## src/rtl/ustat_pkg.sv

```systemverilog
package ustat_pkg;

    localparam int STAT_ERR  = 7;
    localparam int STAT_IDLE = 6;
    localparam int STAT_RDY  = 5;

    typedef struct packed {
        logic brk;
        logic frm;
        logic par;
    } rx_tag_t;

    localparam int TAG_W = $bits(rx_tag_t);

    function automatic logic tag_bad(input rx_tag_t t);
        return t.brk | t.frm | t.par;
    endfunction

endpackage

```

## src/rtl/ustat_fifo.sv

```systemverilog
module ustat_fifo #(
    parameter int W     = 8,
    parameter int DEPTH = 16,
    localparam int AW   = $clog2(DEPTH),
    localparam int CW   = $clog2(DEPTH + 1)
) (
    input  logic          clk,
    input  logic          rst_n,
    input  logic          flush,
    input  logic          single,
    input  logic          push,
    input  logic [W-1:0]  wdata,
    input  logic          pop,
    output logic [W-1:0]  rdata,
    output logic [CW-1:0] level,
    output logic          take,
    output logic          drop
);

    typedef struct packed {
        logic [AW-1:0] wr_ptr;
        logic [AW-1:0] rd_ptr;
        logic [CW-1:0] count;
    } fifo_state_t;

    fifo_state_t   st_d, st_q;
    logic [W-1:0]  mem [DEPTH];
    logic [CW-1:0] cap;
    logic          full, pop_ok, push_ok, ovr;
    logic [AW-1:0] wr_addr;

    function automatic logic [AW-1:0] ptr_inc(input logic [AW-1:0] p);
        return (p == AW'(DEPTH - 1)) ? '0 : p + 1'b1;
    endfunction

    always_comb begin
        cap     = single ? CW'(1) : CW'(DEPTH);
        full    = (st_q.count >= cap);
        pop_ok  = pop && (st_q.count != '0);
        ovr     = single && push && full && !pop_ok;
        push_ok = push && (!full || pop_ok);
        take    = (push_ok || ovr) && !flush;
        drop    = (pop_ok || ovr) && !flush;
        wr_addr = ovr ? st_q.rd_ptr : st_q.wr_ptr;

        st_d = st_q;
        if (flush) begin
            st_d = '0;
        end else begin
            if (pop_ok)  st_d.rd_ptr = ptr_inc(st_q.rd_ptr);
            if (push_ok) st_d.wr_ptr = ptr_inc(st_q.wr_ptr);
            st_d.count = st_q.count + CW'(push_ok) - CW'(pop_ok);
        end
    end

    always_ff @(posedge clk or negedge rst_n) begin
        if (!rst_n) st_q <= '0;
        else        st_q <= st_d;
    end

    always_ff @(posedge clk) begin
        if (take) mem[wr_addr] <= wdata;
    end

    assign rdata = mem[st_q.rd_ptr];
    assign level = st_q.count;

    assert_level_bound_R5: assert property (@(posedge clk) disable iff (!rst_n)
        st_q.count <= CW'(DEPTH));

    assert_full_drop_R5: assert property (@(posedge clk) disable iff (!rst_n)
        (push && !pop && !single && !flush && st_q.count == CW'(DEPTH))
        |=> (st_q.count == CW'(DEPTH)));

    assert_single_bound_R7: assert property (@(posedge clk) disable iff (!rst_n)
        (single && !flush) |=> (st_q.count <= CW'(1)));

endmodule

```

## src/rtl/ustat_err_count.sv

```systemverilog
module ustat_err_count #(
    parameter int DEPTH = 16,
    localparam int CW   = $clog2(DEPTH + 1)
) (
    input  logic          clk,
    input  logic          rst_n,
    input  logic          flush,
    input  logic          add,
    input  logic          sub,
    input  logic [CW-1:0] level,
    output logic          nonzero
);

    typedef struct packed {
        logic [CW-1:0] cnt;
    } err_state_t;

    err_state_t st_d, st_q;

    always_comb begin
        st_d = st_q;
        if (flush) st_d.cnt = '0;
        else       st_d.cnt = st_q.cnt + CW'(add) - CW'(sub);
    end

    always_ff @(posedge clk or negedge rst_n) begin
        if (!rst_n) st_q <= '0;
        else        st_q <= st_d;
    end

    assign nonzero = (st_q.cnt != '0);

    assert_no_underflow_R12: assert property (@(posedge clk) disable iff (!rst_n)
        sub |-> (st_q.cnt != '0));

    assert_tagged_within_level_R2: assert property (@(posedge clk) disable iff (!rst_n)
        st_q.cnt <= level);

endmodule

```

## src/rtl/uart_fifo_status.sv

```systemverilog
module uart_fifo_status
    import ustat_pkg::*;
#(
    parameter int TX_DEPTH = 16,
    parameter int RX_DEPTH = 16,
    localparam int TCW     = $clog2(TX_DEPTH + 1),
    localparam int RCW     = $clog2(RX_DEPTH + 1),
    localparam int RXW     = 8 + TAG_W
) (
    input  logic             clk,
    input  logic             rst_n,
    input  logic             fifo_en,
    input  logic             dma_en,
    input  logic             tx_ie,
    input  logic             status_rd,
    input  logic             tx_fifo_clr,
    input  logic             tx_wr,
    input  logic [7:0]       tx_wdata,
    input  logic             tx_load,
    input  logic             tx_shift_busy,
    output logic [7:0]       tx_rdata,
    output logic [TCW-1:0]   tx_level,
    input  logic             rx_push,
    input  logic [7:0]       rx_wdata,
    input  logic [TAG_W-1:0] rx_tag,
    input  logic             rx_pop,
    input  logic [RCW-1:0]   rx_trig,
    output logic [7:0]       rx_rdata,
    output logic [TAG_W-1:0] rx_rtag,
    output logic [RCW-1:0]   rx_level,
    output logic [7:0]       status,
    output logic             rx_dma_req,
    output logic             err_irq,
    output logic             tx_irq
);

    typedef struct packed {
        logic fifo_en;
    } top_state_t;

    top_state_t st_d, st_q;
    logic       mode_chg, tx_flush;
    logic       tx_take, tx_drop, rx_take, rx_drop;
    logic [RXW-1:0] rx_head;
    logic       err_nz, err_bit, idle_bit, rdy_bit;
    logic [RCW-1:0] eff_trig;

    always_comb begin
        st_d         = st_q;
        st_d.fifo_en = fifo_en;
    end

    always_ff @(posedge clk or negedge rst_n) begin
        if (!rst_n) st_q <= '0;
        else        st_q <= st_d;
    end

    assign mode_chg = (fifo_en != st_q.fifo_en);
    assign tx_flush = mode_chg || tx_fifo_clr;

    ustat_fifo #(.W(8), .DEPTH(TX_DEPTH)) u_tx_q (
        .clk   (clk),
        .rst_n (rst_n),
        .flush (tx_flush),
        .single(!fifo_en),
        .push  (tx_wr),
        .wdata (tx_wdata),
        .pop   (tx_load),
        .rdata (tx_rdata),
        .level (tx_level),
        .take  (tx_take),
        .drop  (tx_drop)
    );

    ustat_fifo #(.W(RXW), .DEPTH(RX_DEPTH)) u_rx_q (
        .clk   (clk),
        .rst_n (rst_n),
        .flush (mode_chg),
        .single(!fifo_en),
        .push  (rx_push),
        .wdata ({rx_tag, rx_wdata}),
        .pop   (rx_pop),
        .rdata (rx_head),
        .level (rx_level),
        .take  (rx_take),
        .drop  (rx_drop)
    );

    assign rx_rdata = rx_head[7:0];
    assign rx_rtag  = rx_head[RXW-1:8];

    ustat_err_count #(.DEPTH(RX_DEPTH)) u_err_cnt (
        .clk    (clk),
        .rst_n  (rst_n),
        .flush  (mode_chg),
        .add    (rx_take && tag_bad(rx_tag_t'(rx_tag))),
        .sub    (rx_drop && tag_bad(rx_tag_t'(rx_rtag))),
        .level  (rx_level),
        .nonzero(err_nz)
    );

    always_comb begin
        err_bit  = fifo_en && err_nz;
        rdy_bit  = (tx_level == '0);
        idle_bit = rdy_bit && !tx_shift_busy;
        eff_trig = fifo_en ? rx_trig : RCW'(1);

        status            = '0;
        status[STAT_ERR]  = err_bit;
        status[STAT_IDLE] = idle_bit;
        status[STAT_RDY]  = rdy_bit;

        rx_dma_req = dma_en && (rx_level >= eff_trig) && (rx_level != '0) && !err_bit;
        err_irq    = dma_en && err_bit;
        tx_irq     = tx_ie && rdy_bit;
    end

    assert_rdy_falls_on_write_R6: assert property (@(posedge clk) disable iff (!rst_n)
        (tx_wr && !tx_flush) |=> !status[STAT_RDY]);

    assert_idle_implies_rdy_R8: assert property (@(posedge clk) disable iff (!rst_n)
        status[STAT_IDLE] |-> status[STAT_RDY]);

    assert_read_keeps_err_R3: assert property (@(posedge clk) disable iff (!rst_n)
        (status_rd && !rx_pop && !mode_chg && status[STAT_ERR]) |=> status[STAT_ERR]);

    assert_tagged_push_sets_err_R2: assert property (@(posedge clk) disable iff (!rst_n)
        (fifo_en && !mode_chg && rx_take && tag_bad(rx_tag_t'(rx_tag))) |=> status[STAT_ERR]);

    assert_flush_empties_R13: assert property (@(posedge clk) disable iff (!rst_n)
        mode_chg |=> (tx_level == '0 && rx_level == '0));

endmodule

```

## config.mk

```make
export PLATFORM = sky130hd
export DESIGN_NAME = uart_fifo_status
export DESIGN_NICKNAME = d
export VERILOG_FILES = /design/src/rtl/ustat_pkg.sv /design/src/rtl/ustat_fifo.sv /design/src/rtl/ustat_err_count.sv /design/src/rtl/uart_fifo_status.sv
export SDC_FILE = /design/constraint.sdc
export NUM_CORES = 1
export LEC_CHECK = 0
export BUFFER_PORTS_ARGS = -buffer_cell sky130_fd_sc_hd__buf_2
export CORE_AREA = 2 2 135 236
export CTS_CLUSTER_SIZE = 24
export DETAILED_ROUTE_END_ITERATION = 10
export DIE_AREA = 0 0 137 238
export GPL_TIMING_DRIVEN = 0
export PLACE_DENSITY = 0.66
export SETUP_SLACK_MARGIN = 0.4
export SLEW_MARGIN = 30
export SYNTH_ARGS = -nofsm -noshare
export SYNTH_HDL_FRONTEND = slang
export SYNTH_SLANG_ARGS = --single-unit
```

## constraint.sdc

```tcl
create_clock -name clk -period 3.45 [get_ports clk]
set_input_delay 0 -clock clk [delete_from_list [all_inputs] [get_ports clk]]
set_output_delay 0 -clock clk [all_outputs]
set_load 0.01 [all_outputs]
```

==> metrics.txt, run 1 <==
outcome=complete, no violations; largest fanout on the critical path=8; clk root buf=clkbuf_16; clk_lat worst skew=0.57 ns; Fmax achieved=0.2975 GHz; crit path max-delay cell type=mux4_2; crit path buf inv count=3; maximum buffer depth of the clock tree=3; Area after DPL=15630 um^2; TritonCTS clock tree=done; Hold Path Class=input pin to flip-flop; fin crit share=97.45%; layout cells sized above 1=37.30%; number of global-route vias before repair=8250; drt total wl=32380 um; Fin. Hold Viols=0; Synth area leaders=edfxtp_1 64%, mux4_2 14%, dfrtp_1 5.6%; Initial DRC Count=516; total CTS buffers=29; cell family with most CP delay=simple AND/OR/NAND/NOR gates; Worst-Margin Slew=0.8820 ns; Initial Util=46.74%; Synth top area share=63.77%; Setup TNS Final=0 ns; FF+latch count, synth=336; initial antenna violation count=1; critical path's largest stage delay=0.51 ns; first-pass GRT wire length=48620 um; Max-cap violations=0; P_leak=5.848 nW; Final GP Congestion=0.9031; # nets final=1028; Core Area=30630 um^2; Post-Layout Cell Count=1368; RSZ-0062 raised after global routing=true; Power Density=629.6 nW/um^2; # clock sinks=336; Routed Antenna Nets=0; CP required=3.94 ns; Crit Path Class=flip-flop to flip-flop; Distinct cells, synth=46; Final setup viols=0; H-tree Lvls=1; register area share after synthesis=69.36%; GRT overflow=0; Slew Viols, Final=0; Avg Inst Size Synth=18.38 um^2; Fillers=2315; critical path startpoint category=flip-flop; Most common cell on crit path=nor2_1; total track usage=20.35%; Final Total Pwr=10.95 mW; Synth-to-Final Area Change=21.47%; largest net degree at the start of global routing=33; vias=7807; worst vdd ir=0.0005187 V; cell count after synthesis=779; Clock transition at path regs=0.07 ns; dpl hpwl=22640 um; DRC errors left=0; worst path cell trace=buf_6 -> buf_12 -> mux4_2 -> o2111ai_2 -> nand3_2 -> nor3_2 -> nor2_1 -> ha_1 -> inv_1 -> ha_2 -> fa_2 -> a21oi_2 -> nor2_1 -> or3_1 -> a21oi_1; Inst Count DP=1259; cell row count=85; FF+latch area=9932 um^2; Die Span Y=238 um; yosys warns=0; DRT Pass-1 Iters=4; WP data arrival=3.86 ns; clk_skew=0.008355 ns; Port Buf Inserts=69; footprint of the multi-input gates=4477 um^2; fin worst setup slack=0.08810 ns; post-route cell area=17390 um^2; die area=32610 um^2; Vias per Instance=5.707; pre-CTS setup slack=-0.3352 ns; Synth Cell Area=14320 um^2; cell taking the most area after synthesis=edfxtp_1; WL/cell=23.67 um; Max transition margin=41.20%; Die W=137 um; num ports=76; Final min period=3.362 ns; critical path endpoint category=flip-flop
-- per-layer routing --
metal	global-route usage, %	vias up	routed length [um]
met2	39.86	230	18790
met3	2.592	89	1254
met4	9.341	0	1602
met5	0	-	0
met1	20.69	4028	10730
li1	-	3460	-
-- worst paths after layout --
check / from / to / slack [ns] / cells after the start
min in group asynchronous: rst_n / u_rx_q.level[0]$_DFF_PN0_ / 0.04 / 2
worst min-delay path: fifo_en / u_rx_q.st_q[6]$_DFFE_PN0P_ / 0.03 / 3
worst min register to register: u_tx_q.st_q[10]$_DFFE_PN0P_ / u_tx_q.st_q[10]$_DFFE_PN0P_ / 0.60 / 2
max in group asynchronous: rst_n / u_rx_q.level[1]$_DFF_PN0_ / 2.85 / 2
worst max-delay path: u_rx_q.st_q[5]$_DFFE_PN0P_ / u_err_cnt.st_q[4]$_DFF_PN0_ / 0.09 / 15
worst max register to register: u_rx_q.st_q[5]$_DFFE_PN0P_ / u_err_cnt.st_q[4]$_DFF_PN0_ / 0.09 / 15
-- logic make-up (layout without fill, tap and decap cells) --
group                      Yosys count  in the layout  share of synthesized area, %
AOI/OAI and AO/OA                   89             89                         3.924
muxes                               95             95                         14.60
and+or+nand+nor                    126            126                         4.912
xor gates and xnor gates            13             13                        0.7953
adders and majority gates           38             38                         3.478
buffers and inverters               81            274                         2.902
other                                1              6                       0.02619
DFF                                336            336                         69.36
-- registers in the layout, summed over array words and instances, names as in the netlist --
name            cells
u_tx_q.mem        128
u_rx_q.level        5
u_tx_q.st_q         8
u_rx_q.mem        176
u_tx_q.level        5
u_err_cnt.st_q      5
st_q                1
u_rx_q.st_q         8
-- synthesized netlist by cell type (all sizes together) --
master	count
xor2	7
nand2	31
or3b	1
nor2	27
nand2b	14
nand4	1
edfxtp	304
o32ai	9
a31oi	4
a21oi	24
a41oi	2
mux4	91
a21o	4
inv	30
o22ai	23
nand3b	9
mux2i	3
fa	3
or3	8
conb	1
o21ai	15
a211oi	2
dfrtp	32
xnor2	6
o311ai	3
o2111ai	1
nand4b	1
or2	4
a311oi	2
nor3	2
or4b	2
ha	35
and2	6
nor2b	3
nor4	2
nand3	13
clkbuf	12
buf	39
or4	2
mux2	1
-- per-stage QoR --
step / utilization [%] / hold slack (ns)
after floorplan: - / -0.2956
after CTS: 56.00 / 0.01571
after global routing: 56.77 / 0.06672
after global placement: 49.59 / 0.1211
final: 56.78 / 0.03194
after detailed placement: 51.01 / 0.1309
-- cells in the final DEF (no fill, tap or decap), drive strengths merged, types with 15 or more instances in the layout --
| cell | synthesis | routed |
|---|---|---|
| edfxtp | 304 | 304 |
| buf | 39 | 152 |
| mux4 | 91 | 91 |
| clkbuf | 12 | 51 |
| ha | 35 | 35 |
| dfrtp | 32 | 32 |
| nand2 | 31 | 31 |
| inv | 30 | 31 |
| nor2 | 27 | 27 |
| dlygate4sd3 | 0 | 26 |
| a21oi | 24 | 24 |
| o22ai | 23 | 23 |
| o21ai | 15 | 15 |
-- power by group --
part           total (mW)  switching [mW]  leakage (nW)  internal [mW]
Sequential           4.71           0.113          3.16           4.59
Combinational        3.00            1.55          2.22           1.45
Clock                3.24            1.42         0.461           1.82
Total                10.9            3.08          5.85           7.87
-- layout make-up --
cell class              instances  area share, %
diodes                          1        0.01439
multi-input cells             366          25.74
flip-flops and latches        336          57.11
plain buffers                  51          2.086
repair buffers                140          6.144
clock inverters                15         0.9569
clock buffers                  38          4.482
inverters                      30         0.6475
well taps                     391          2.813
-- worst reg2reg max path, stage by stage (launching register included) --
cell	delay, ns
dfrtp_1	0.37
buf_6	0.18
buf_12	0.13
mux4_2	0.52
o2111ai_2	0.21
nand3_2	0.14
nor3_2	0.19
nor2_1	0.07
ha_1	0.27
inv_1	0.04
ha_2	0.17
fa_2	0.36
a21oi_2	0.12
nor2_1	0.06
or3_1	0.34
a21oi_1	0.12
-- timing repair --
action	in CTS	in global routing
hold buffers	26	0
pin swaps	6	9
endpoints found under the setup margin	211	165
setup buffers	16	13
endpoints found under the hold margin	354	0
gates resized for setup	44	26
Note: power is estimated with default switching activity, not from simulation.
==> run 2, diff against run 1 <==
- CTS_BUF_LIST: default -> sky130_fd_sc_hd__clkbuf_4
==> run 2 against run 1 <==
Against the previous run:
- clock power decreased by 2%
- first-iteration DRC count decreased by 1.9%
- hold slack improved by 0.064 ns
- via count increased by 4.4%
- combinational power increased by 5%
- final area increased by 1.3%
- critical path type unchanged
- highest routed layer unchanged
- non-clock buffer count increased by 7
- sequential power about the same
- utilization increased by 0.75 points
==> metrics.txt, run 2 (same netlist as run 1, synthesis figures left out) <==
outcome=complete, no violations; vias=8148 (+4.4%); critical path endpoint category=flip-flop; Most common cell on crit path=nor2_1; Vias per Instance=5.604 (-1.8%); pre-CTS setup slack=-0.3352 ns (unchanged); combinational power share=28.5% (+1.1 points); clk_lat worst skew=0.75 ns (+0.18 ns); total track usage=20.96% (+0.60 points); largest net degree at the start of global routing=33 (unchanged); Fmax achieved=0.2909 GHz (-2.2%); GRT overflow=0 (unchanged); maximum buffer depth of the clock tree=3 (unchanged); Port Buf Inserts=69 (unchanged); end of the critical path=u_err_cnt.st_q[4]$_DFF_PN0_; Routed Antenna Nets=0 (unchanged); # nets final=1082 (+5.3%); Crit path depth=15 (unchanged); cell family with most CP delay=simple AND/OR/NAND/NOR gates; register share of total power=42.7% (-0.3 points); Core Area=30630 um^2 (unchanged); crit path max-delay cell type=mux4_2; Layout Utilization=57.52% (+0.75 points); Final GP Congestion=0.9031 (unchanged); Clock transition at path regs=0.07 ns (about the same); total CTS buffers=76 (+160%); # clock sinks=336 (unchanged); Psw=3.177 mW (+3.0%); P_leak=6.037 nW (+3.2%); Synth-to-Final Area Change=23.07%; fin worst setup slack=0.01293 ns (-0.07517 ns); Crit Path Class=flip-flop to flip-flop; Crit Reg-Reg Startpoint=u_rx_q.st_q[5]$_DFFE_PN0P_; die area=32610 um^2 (unchanged); Internal=7.837 mW (-0.37%); footprint of the multi-input gates=4509 um^2 (+0.73%); largest fanout on the critical path=8 (unchanged); fin crit share=99.63% (+2.2 points); drt total wl=32980 um (+1.9%); WL/cell=22.68 um (-4.2%); biggest regs=u_rx_q.mem x176, u_tx_q.mem x128; reg2reg end=u_err_cnt.st_q[4]$_DFF_PN0_; Hold WS=0.09551 ns (+0.06357 ns); crit path buf inv count=3 (unchanged); clk_skew=0.05391 ns (+0.04555 ns); commonest non-fill, non-tap cell in the layout=edfxtp_1; TritonCTS clock tree=done; layout cells sized above 1=42.02% (+4.7 points); critical path's largest stage delay=0.51 ns (about the same); Slew Viols, Final=0 (unchanged); Max-cap violations=0 (unchanged); Worst-Margin Slew=0.6332 ns (-0.2488 ns); DRT Pass-1 Iters=5 (+1); cell row count=85 (unchanged); Fin. Hold Viols=0 (unchanged); Power Density=625.1 nW/um^2 (-0.72%); RSZ-0062 raised after global routing=true; Initial DRC Count=506 (-1.9%); WP data arrival=4.08 ns (+0.22 ns); Die Span Y=238 um (unchanged); Hold Path Class=input pin to flip-flop; clk root buf=clkbuf_4; Max transition margin=57.78% (+17 points); number of global-route vias before repair=8744 (+6.0%); CP required=4.09 ns (+0.15 ns); critical path startpoint category=flip-flop; Setup TNS Final=0 ns (unchanged); first-pass GRT wire length=49570 um (+1.9%); dpl hpwl=22640 um (unchanged); Die W=137 um (unchanged); Initial Util=46.74% (unchanged); Fillers=2322 (+0.30%); Worst Setup SP=u_rx_q.st_q[5]$_DFFE_PN0P_; initial antenna violation count=3 (+2); num ports=76 (unchanged); H-tree Lvls=3 (+2); number of flip-flops in the largest register=176 (unchanged); Clock Power Share=28.8% (-0.8 points); worst path cell trace=buf_8 -> buf_12 -> mux4_2 -> o2111ai_2 -> nand3_2 -> nor3_2 -> nor2_1 -> ha_1 -> inv_1 -> ha_2 -> fa_2 -> a21oi_2 -> nor2_1 -> or3_1 -> a21oi_1; sw frac=28.84% (+0.69 points); Final min period=3.437 ns (+0.07517 ns); worst vdd ir=0.0004866 V (-6.2%); most frequent cells in the layout=304 x edfxtp_1, 104 x clkbuf_4, 91 x mux4_2, 76 x buf_2, 45 x buf_4; Min-Delay Path Depth=2 (-1); Reg2Reg Depth=15 (unchanged); FF+latch area=9933 um^2 (about the same); Final setup viols=0 (unchanged); internal reg-to-reg setup slack=0.01 ns (-0.08 ns); DRC errors left=0 (unchanged); Top reg by flops=u_rx_q.mem
-- run 2: cell types whose count changed in the layout (fill, tap and decap cells not counted), moves of 3 or more --
cell	previous run	this run
clkbuf_4	0	104
clkbuf_16	29	1
clkinv_1	3	14
clkbuf_1	15	7
dlygate4sd3_1	26	31
buf_12	5	9
diode_2	1	4
inv_2	6	9
-- run 2: metal layers --
metal,global-route usage (%),routed length (um),share of wire [%],vias to the layer above
li1,-,-,-,3628
met3,4.440,1571,4.8,98
met5,0,0,0,-
met1,20.09,10690,32,4135
met4,11.18,1580,4.8,0
met2,40.27,19140,58,287
-- run 2: power by group through the flow --
stage / clock network, mW / registers, mW / logic (mW)
floorplan: 0 / 4.76 / 1.87
global placement: 0 / 4.80 / 2.55
detailed placement: 0 / 4.79 / 2.69
CTS: 3.27 / 4.71 / 2.87
global route: 3.46 / 4.72 / 3.43
finish: 3.17 / 4.71 / 3.14
-- run 2: worst reg2reg max path, stage by stage (launching register included) --
cell       delay (ns)
dfrtp_1          0.39
buf_8            0.17
buf_12           0.13
mux4_2           0.51
o2111ai_2        0.24
nand3_2          0.15
nor3_2           0.19
nor2_1           0.06
ha_1             0.27
inv_1            0.04
ha_2             0.17
fa_2             0.36
a21oi_2          0.12
nor2_1           0.06
or3_1            0.34
a21oi_1          0.12
-- run 2: cell type report --
class	instances	share of cell area, %
buffer	51	2.180
sequential	336	56.38
inverter	30	0.6391
clock inverter	25	1.186
tap	391	2.777
timing repair buffer	147	6.760
clock buffer	104	4.431
multi-input combinational	366	25.59
antenna	4	0.05681
-- run 2: repair_timing --
item / 4_1_cts / 5_1_grt
gates resized for setup: 49 / 41
pin swaps: 6 / 17
endpoints found under the setup margin: 213 / 150
setup buffers: 16 / 13
gates cloned: 0 / 1
hold endpoints to repair: 375 / 0
hold buffers: 32 / 0
-- run 2: per-stage QoR --
stage | cell area (um^2) | std cells | power (mW)
2_1_floorplan | 14350 | 783 | 6.626
3_3_place_gp | 15190 | 1243 | 7.344
3_5_place_dp | 15630 | 1259 | 7.482
4_1_cts | 17270 | 1436 | 10.85
5_1_grt | 17620 | 1453 | 11.61
6_report | 17620 | 1454 | 11.01
-- run 2: worst min path at each step --
stage	from	end	slack, ns
detailed placement	rst_n	u_rx_q.level[0]$_DFF_PN0_	0.13
finish	fifo_en	st_q$_DFF_PN0_	0.1
global route	fifo_en	st_q$_DFF_PN0_	0.07
floorplan	rst_n	st_q$_DFF_PN0_	-0.30
global placement	rst_n	u_rx_q.level[0]$_DFF_PN0_	0.12
CTS	fifo_en	st_q$_DFF_PN0_	0.03
